===== src/rtl/spi_mem_probe.sv =====
module spi_mem_probe #(
  parameter int ID_BYTES = 9,
  parameter int SN_BYTES = 8,
  parameter logic [7:0] VENDOR = 8'hC2,
  parameter logic [7:0] SIZE_MIN = 8'h21,
  parameter logic [7:0] SIZE_MAX = 8'h26,
  parameter int BASE_LOG2 = 14,
  parameter int ADDR3_LOG2 = 16,
  parameter int CAP_W = 20
) (
  input  logic                  clk,
  input  logic                  rst_n,
  output logic                  xfer_start,
  output logic [7:0]            xfer_tx,
  input  logic                  xfer_done,
  input  logic [7:0]            xfer_rx,
  output logic                  cs_n,
  output logic                  done,
  output logic [1:0]            err,
  output logic [$clog2(CAP_W)-1:0] cap_log2,
  output logic [CAP_W-1:0]      cap_bytes,
  output logic [1:0]            addr_len,
  output logic [8*SN_BYTES-1:0] serial,
  output logic                  serial_ok
);
  localparam int CW = $clog2(ID_BYTES + 2);
  localparam int LW = $clog2(CAP_W);
  localparam logic [1:0] PH_SR = 2'd0, PH_ID = 2'd1, PH_SN = 2'd2;
  localparam logic [1:0] E_ABSENT = 2'd1, E_VENDOR = 2'd2, E_SIZE = 2'd3;

  typedef enum logic [2:0] {S_BOOT, S_SEND, S_WAIT, S_GAP, S_FIN, S_HALT} st_t;

  st_t st;
  logic [1:0] ph;
  logic [CW-1:0] cnt, last;
  logic [7:0] vid, szc, opcode;

  always_comb begin
    case (ph)
      PH_SR:   begin last = CW'(1);        opcode = 8'h05; end
      PH_ID:   begin last = CW'(ID_BYTES); opcode = 8'h9F; end
      default: begin last = CW'(SN_BYTES); opcode = 8'hC3; end
    endcase
  end

  wire size_ok = (szc >= SIZE_MIN) && (szc <= SIZE_MAX);
  wire [7:0] sz_ofs = szc - SIZE_MIN;
  wire [LW-1:0] lg = LW'(sz_ofs) + LW'(BASE_LOG2);

  assign xfer_start = (st == S_SEND);
  assign xfer_tx    = (cnt == '0) ? opcode : 8'h00;
  assign cs_n       = !((st == S_SEND) || (st == S_WAIT));
  assign done       = (st == S_FIN);

  always_ff @(posedge clk) begin
    if (!rst_n) begin
      st <= S_BOOT;
      ph <= PH_SR;
      cnt <= '0;
      vid <= '0;
      szc <= '0;
      err <= '0;
      cap_log2 <= '0;
      cap_bytes <= '0;
      addr_len <= '0;
      serial <= '0;
      serial_ok <= 1'b0;
    end else begin
      case (st)
        S_BOOT: st <= S_SEND;
        S_SEND: st <= S_WAIT;
        S_WAIT: if (xfer_done) begin
          cnt <= cnt + 1'b1;
          st <= S_SEND;
          if (ph == PH_ID && cnt == CW'(ID_BYTES - 2)) vid <= xfer_rx;
          if (ph == PH_ID && cnt == CW'(ID_BYTES - 1)) szc <= xfer_rx;
          if (ph == PH_SN && cnt != '0) serial <= {serial[8*SN_BYTES-9:0], xfer_rx};
          if (cnt == last) begin
            cnt <= '0;
            st <= S_GAP;
            case (ph)
              PH_SR:
                if (xfer_rx[0]) begin err <= E_ABSENT; st <= S_FIN; end
                else ph <= PH_ID;
              PH_ID:
                if (vid != VENDOR) begin err <= E_VENDOR; st <= S_FIN; end
                else if (!size_ok) begin err <= E_SIZE; st <= S_FIN; end
                else begin
                  cap_log2 <= lg;
                  cap_bytes <= CAP_W'(1) << lg;
                  addr_len <= (lg > LW'(ADDR3_LOG2)) ? 2'd3 : 2'd2;
                  if (xfer_rx != 8'h00) ph <= PH_SN;
                  else st <= S_FIN;
                end
              default: begin serial_ok <= 1'b1; st <= S_FIN; end
            endcase
          end
        end
        S_GAP:  st <= S_SEND;
        S_FIN:  st <= S_HALT;
        default: st <= S_HALT;
      endcase
    end
  end

  p_done_pulse_r8: assert property (@(posedge clk) disable iff (!rst_n)
    done |=> !done);
  p_frozen_after_done_r8: assert property (@(posedge clk) disable iff (!rst_n)
    $past(done) |-> (!xfer_start && $stable(cap_bytes) && $stable(serial) && $stable(err)));
  p_err_clean_r9: assert property (@(posedge clk) disable iff (!rst_n)
    (done && err != 2'd0) |-> (cap_bytes == '0 && addr_len == 2'd0 && serial == '0 && !serial_ok));
  p_addr_len_r6: assert property (@(posedge clk) disable iff (!rst_n)
    (done && err == 2'd0) |-> (addr_len == ((cap_bytes > (CAP_W'(1) << ADDR3_LOG2)) ? 2'd3 : 2'd2)));
  p_cap_pow2_r5: assert property (@(posedge clk) disable iff (!rst_n)
    (done && err == 2'd0) |-> ($countones(cap_bytes) == 1));
  p_single_start_r10: assert property (@(posedge clk) disable iff (!rst_n)
    xfer_start |=> !xfer_start);
  p_start_selected_r2: assert property (@(posedge clk) disable iff (!rst_n)
    xfer_start |-> !cs_n);
  p_busy_ends_r1: assert property (@(posedge clk) disable iff (!rst_n)
    (st == S_WAIT && ph == PH_SR && cnt == CW'(1) && xfer_done && xfer_rx[0]) |=> (done && err == E_ABSENT));
endmodule


===== config.mk =====
export PLATFORM = sky130hd
export DESIGN_NAME = spi_mem_probe
export DESIGN_NICKNAME = d
export VERILOG_FILES = /design/src/rtl/spi_mem_probe.sv
export SDC_FILE = /design/constraint.sdc
export NUM_CORES = 1
export LEC_CHECK = 0
export BUFFER_PORTS_ARGS = -buffer_cell sky130_fd_sc_hd__buf_4
export CAP_MARGIN = 25
export CORE_MARGIN = 2
export CORE_UTILIZATION = 50
export DETAILED_ROUTE_END_ITERATION = 10
export GPL_ROUTABILITY_DRIVEN = 0
export GPL_TIMING_DRIVEN = 0
export PLACE_DENSITY = 0.75
export SLEW_MARGIN = 0
export SYNTH_ARGS = -nofsm -noshare
export SYNTH_HDL_FRONTEND = slang
export SYNTH_SLANG_ARGS = --single-unit
export TNS_END_PERCENT = 100

===== constraint.sdc =====
create_clock -name clk -period 3.7 [get_ports clk]
set_clock_uncertainty 0.2 [all_clocks]
set_input_delay 0.74 -clock clk [delete_from_list [all_inputs] [get_ports clk]]
set_output_delay 0.74 -clock clk [all_outputs]
set_load 0.05 [all_outputs]

# Word-level counts from Yosys, hierarchy flattened
# Cells that the tools add are included.
# word_totals
elab_cells,81
register_bits,119
# classes
n_reduce_logical,22
shift,1
bitwise_logic,2
n_lt_le_gt_ge,3
eq_ne,17
muxes,22
addsub,3
# op_table
cell,count
"1-bit by 5-bit << shifter with 20-bit output, first input constant",1
3-bit two-way mux,6
8-bit case mux with 2 select lines,1
2-bit two-way mux,7
6-bit AND reduction,2
"2-bit != test, second input constant",5
3-bit case mux with 3 select lines,1
3-bit AND reduction,3
"8-bit by 6-bit >= comparator with 1-bit output, second input constant",1
"8-bit by 6-bit <= comparator with 1-bit output, second input constant",1
8-bit two-way mux,1
"8-bit != test, second input constant",1
2-bit case mux with 2 select lines,2
4-bit case mux with 2 select lines,1
8-bit AND reduction,1
8-bit nonzero test,1
"3-bit by 2-bit equality test with 1-bit output, second input constant",2
3-bit case mux with 2 select lines,1
"5-bit by 4-bit adder with 5-bit output, second input constant",1
"5-bit > comparator, second input constant",1
"5-bit by 1-bit subtractor with 5-bit output, second input constant",1
"4-bit by 1-bit adder with 4-bit output, second input constant",1
"4-bit by 3-bit equality test with 1-bit output, second input constant",1
4-bit equality test,1
21 further kinds,26

# Longest topological paths before layout
# depth
depth_word,8
mapped_depth,9

# Least setup slack after synthesis
# No wires, ideal clock.
# synth_path
kind,reg2out
from,reg cnt[0]
to,out xfer_tx[4]
arrival_ps,2154
path_slack_ps,606
path_stages_with_launch,7
path_buffers,2
path_cell_list,dfxtp_1 -> inv_1 -> ha_1 -> or3b_2 -> clkbuf_1 -> nor2_1 -> buf_4
# synth_via
elab_chain_len,2
# synth_rtl
element,line,text
from (decl),35,"logic [CW-1:0] cnt, last;"
from (signal assigned),73,cnt <= cnt + 1'b1;
4-bit logical NOT,51,assign xfer_tx = (cnt == '0) ? opcode : 8'h00;
8-bit two-way mux,51,
to (decl),14,"output logic [7:0] xfer_tx,"
# No other way between the ends.

# Worst setup path in the final report
# Ends and elaborated chain as after synthesis.

==> impl_metrics.env <==
export IMPL_status="complete, no violations"
export IMPL_area_delta_synth_final_pct=31.7
export IMPL_postCtsSetupBuffers=0
export IMPL_dr_pass1_iters=5
export IMPL_yosysSeqAreaShare=0.467
export IMPL_drc=0
export IMPL_min_period_over_period=0.870
export IMPL_cts_max_level=4
export IMPL_pwr_share_clk=0.536
export IMPL_die_x_um=105
export IMPL_synth_fa_ha_area_frac=0.0196
export IMPL_drive_gt1_frac=0.226
export IMPL_preCtsSetupSlack_ns=0.999
export IMPL_core_area_sq_um=9860
export IMPL_grt_max_degree=17
export IMPL_numCtsBuffers=17
export IMPL_worstPathRequired_ns=2.76
export IMPL_hold_depth=2
export IMPL_place_hpwl_um=9450
export IMPL_synth_top_family_by_area="simple AND/OR/NAND/NOR gates"
export IMPL_hold_class="flip-flop to flip-flop"
export IMPL_synthFlopType="dfxtp_1"
export IMPL_yosysTopAreaCellShare=0.467
export IMPL_yosysWarnings=0
export IMPL_synth_async_sr_flop_share=0
export IMPL_start_util=0.518
export IMPL_antenna_found_initial=0
export IMPL_syn_nets=616
export IMPL_clk_pin_slew_worst_paths_ns=0.06
export IMPL_hold_start="cap_log2[2]$_SDFFE_PN0P_"
export IMPL_maxCapViolCount=0
export IMPL_ir_worst_vdd_mv=0.230
export IMPL_p_leak_nw=2.59
export IMPL_hold_path_end="cap_log2[2]$_SDFFE_PN0P_"
export IMPL_finalSetupTns_ns=0
export IMPL_drt_iter0_markers=209
export IMPL_pwr_share_seq=0.418
export IMPL_rr_worst_depth=8
export IMPL_synthSimpleGateAreaFrac=0.254
export IMPL_reg2reg_slack_ns=1.06
export IMPL_critPathKind="flip-flop to output pin"
export IMPL_rsz0062_at_grt="false"
export IMPL_r2r_end="serial[54]$_SDFFE_PN0P_"
export IMPL_p_comb_frac=0.047
export IMPL_yosys_top_cells_area="dfxtp_1 47%, nand2_1 11%, a21boi_0 9.9%"
export IMPL_die_h_um=105
export IMPL_clock_sinks=119
export IMPL_tightest_slew_ns=0.967
export IMPL_grt_overflow=0
export IMPL_grt_pass1_wl_um=21600
export IMPL_vias=4635
export IMPL_ctsLongestPathBuffers=2
export IMPL_p_switching_mw=0.701
export IMPL_clock_latency_ns=0.52
export IMPL_first_global_vias=4370
export IMPL_port_buffers=113
export IMPL_synth_area_sq_um=5100
export IMPL_period_minus_slack_ns=3.22
export IMPL_fin_ws_ns=0.483
export IMPL_max_freq_mhz=311
export IMPL_hold_viol_final=0
export IMPL_slew_headroom=0.350
export IMPL_synthCells=597
export IMPL_ioPinCount=116
export IMPL_crit_path_end_kind="output pin"
export IMPL_rows=36
export IMPL_cp_data_arrival_time_ns=2.28
export IMPL_switching_share=0.227
export IMPL_powerDensity_nw_per_um2=459
export IMPL_track_usage=0.242
export IMPL_crit_path_start_kind="flip-flop"
export IMPL_clockRootBuffer="clkbuf_8"
export IMPL_wl_um=13100
export IMPL_cts_tree="done"
export IMPL_wl_per_cell_um=14.9
export IMPL_ys_ff_latch=119
export IMPL_n_antenna_cell=0
export IMPL_synth_top_cell_by_area="dfxtp_1"
export IMPL_detail_route_antenna_nets=0
export IMPL_p_int_mw=2.39
export IMPL_final_setup_viol_count=0
export IMPL_cts_hold_buffers=0
export IMPL_cts_resized_gates=0
export IMPL_r2r_start="cnt[0]$_SDFFE_PN0P_"
export IMPL_syn_area_per_cell_sq_um=8.55
export IMPL_crit_fanout=7
export IMPL_slew_violations=0
export IMPL_via_per_inst=5.30
export IMPL_synth_edff_count=0
export IMPL_synthXorXnorAreaFrac=0.00686
export IMPL_synthMuxAreaShare=0.0333
export IMPL_die_area_sq_um=11000
export IMPL_synth_compound_area_frac=0.170
export IMPL_layout_nets=748
export IMPL_ys_types=53
-- power groups by stage --
stage	Combinational, mW	Clock [mW]	Sequential (mW)
after floorplan	0.0971	0	1.32
after global placement	0.140	0	1.32
after detailed placement	0.143	0	1.32
after CTS	0.143	1.67	1.29
after global routing	0.153	1.74	1.29
final	0.144	1.65	1.29
-- worst max path at each step --
stage,startpoint,endpoint,slack [ns],depth (start not counted)
floorplan,cnt[0]$_SDFFE_PN0P_,xfer_tx[4],0.61,6
global route,cnt[0]$_SDFFE_PN0P_,xfer_tx[4],0.36,7
CTS,cnt[0]$_SDFFE_PN0P_,xfer_tx[4],0.46,7
detailed placement,xfer_done,cap_bytes[12]$_SDFFE_PN0P_,1.0,9
global placement,xfer_done,cap_bytes[17]$_SDFFE_PN0P_,1.05,9
finish,cnt[0]$_SDFFE_PN0P_,xfer_tx[4],0.48,7
-- sequential cells by signal, indices dropped and copies added (netlist names) --
name,cells
addr_len,2
cap_bytes,20
cap_log2,5
cnt,4
err,2
ph,2
serial,64
serial_ok,1
st,3
szc,8
vid,8
-- logic make-up after synthesis --
group                    count (synthesis)
other                                    1
XOR/XNOR                                 4
adder cells (fa/ha/maj)                  8
flip-flops                             119
multiplexers                            17
AND/OR/NAND/NOR                        270
AO/OA/AOI/OAI                          120
buffers and inverters                   58
-- per-stage QoR --
step / power [mW] / hold slack [ns] / area (sq um) / util / cells
floorplan: 1.41 / 0.274 / 5100 / - / 597
global placement: 1.46 / 0.240 / 6120 / 0.620 / 843
detailed placement: 1.46 / 0.248 / 6120 / 0.620 / 843
CTS: 3.10 / 0.256 / 6730 / 0.682 / 875
global route: 3.18 / 0.279 / 6730 / 0.682 / 875
finish: 3.09 / 0.249 / 6730 / 0.682 / 875
-- synthesized netlist by cell type, types with 2 or more instances --
cell	n
a211o_2	2
a21boi_0	67
a21o_1	3
a21oi_1	3
a22oi_1	2
a31oi_1	5
and2_1	4
and3_1	3
and3b_1	2
and4_1	2
buf_1	9
buf_2	11
buf_4	3
clkbuf_1	24
dfxtp_1	119
ha_1	8
inv_1	10
mux2i_1	17
nand2_1	147
nand2b_1	3
nand3_1	38
nand4_1	10
nor2_1	15
nor2b_1	19
nor3_1	7
nor3b_1	3
nor4_1	3
nor4b_1	2
o21a_1	4
o21ai_0	18
o22ai_1	2
o31ai_1	8
or3_1	2
xnor2_1	3
-- metal layers --
metal  part of all wire  track usage
met1               0.46        0.317
met2               0.48        0.398
met3              0.047       0.0555
met4              0.010       0.0724
met5                  0            0
-- worst max-delay path: stages, from the launching register on --
cell and delay (ns):
dfxtp_1 0.36, inv_1 0.10, ha_1 0.15, or3b_2 0.43, clkbuf_1 0.19, nor2_1 0.20, buf_4 0.13, buf_4 0.18
-- cell usage in the layout (no fill, tap or decap), types with 4 or more instances in the layout --
cell type / n
buf_2: 11
o21a_1: 4
and2_1: 4
o31ai_1: 8
clkbuf_1: 25
clkinv_4: 6
a31oi_1: 5
buf_1: 9
nand3_1: 38
inv_1: 10
clkbuf_16: 16
o21ai_0: 18
nor3_1: 7
nor2_1: 15
a21boi_0: 67
nor2b_1: 19
ha_1: 8
dfxtp_1: 119
nand4_1: 10
buf_4: 116
nand2_1: 147
mux2i_1: 17
-- cell type report --
cell class,instances,area [sq um]
buffer,48,213
clock buffer,19,432
clock inverter,13,174
fill,833,3140
inverter,10,37.5
multi-input combinational,420,2470
sequential,119,2380
tap,133,166
timing repair buffer,113,848
(Power assumes the default switching activity.)
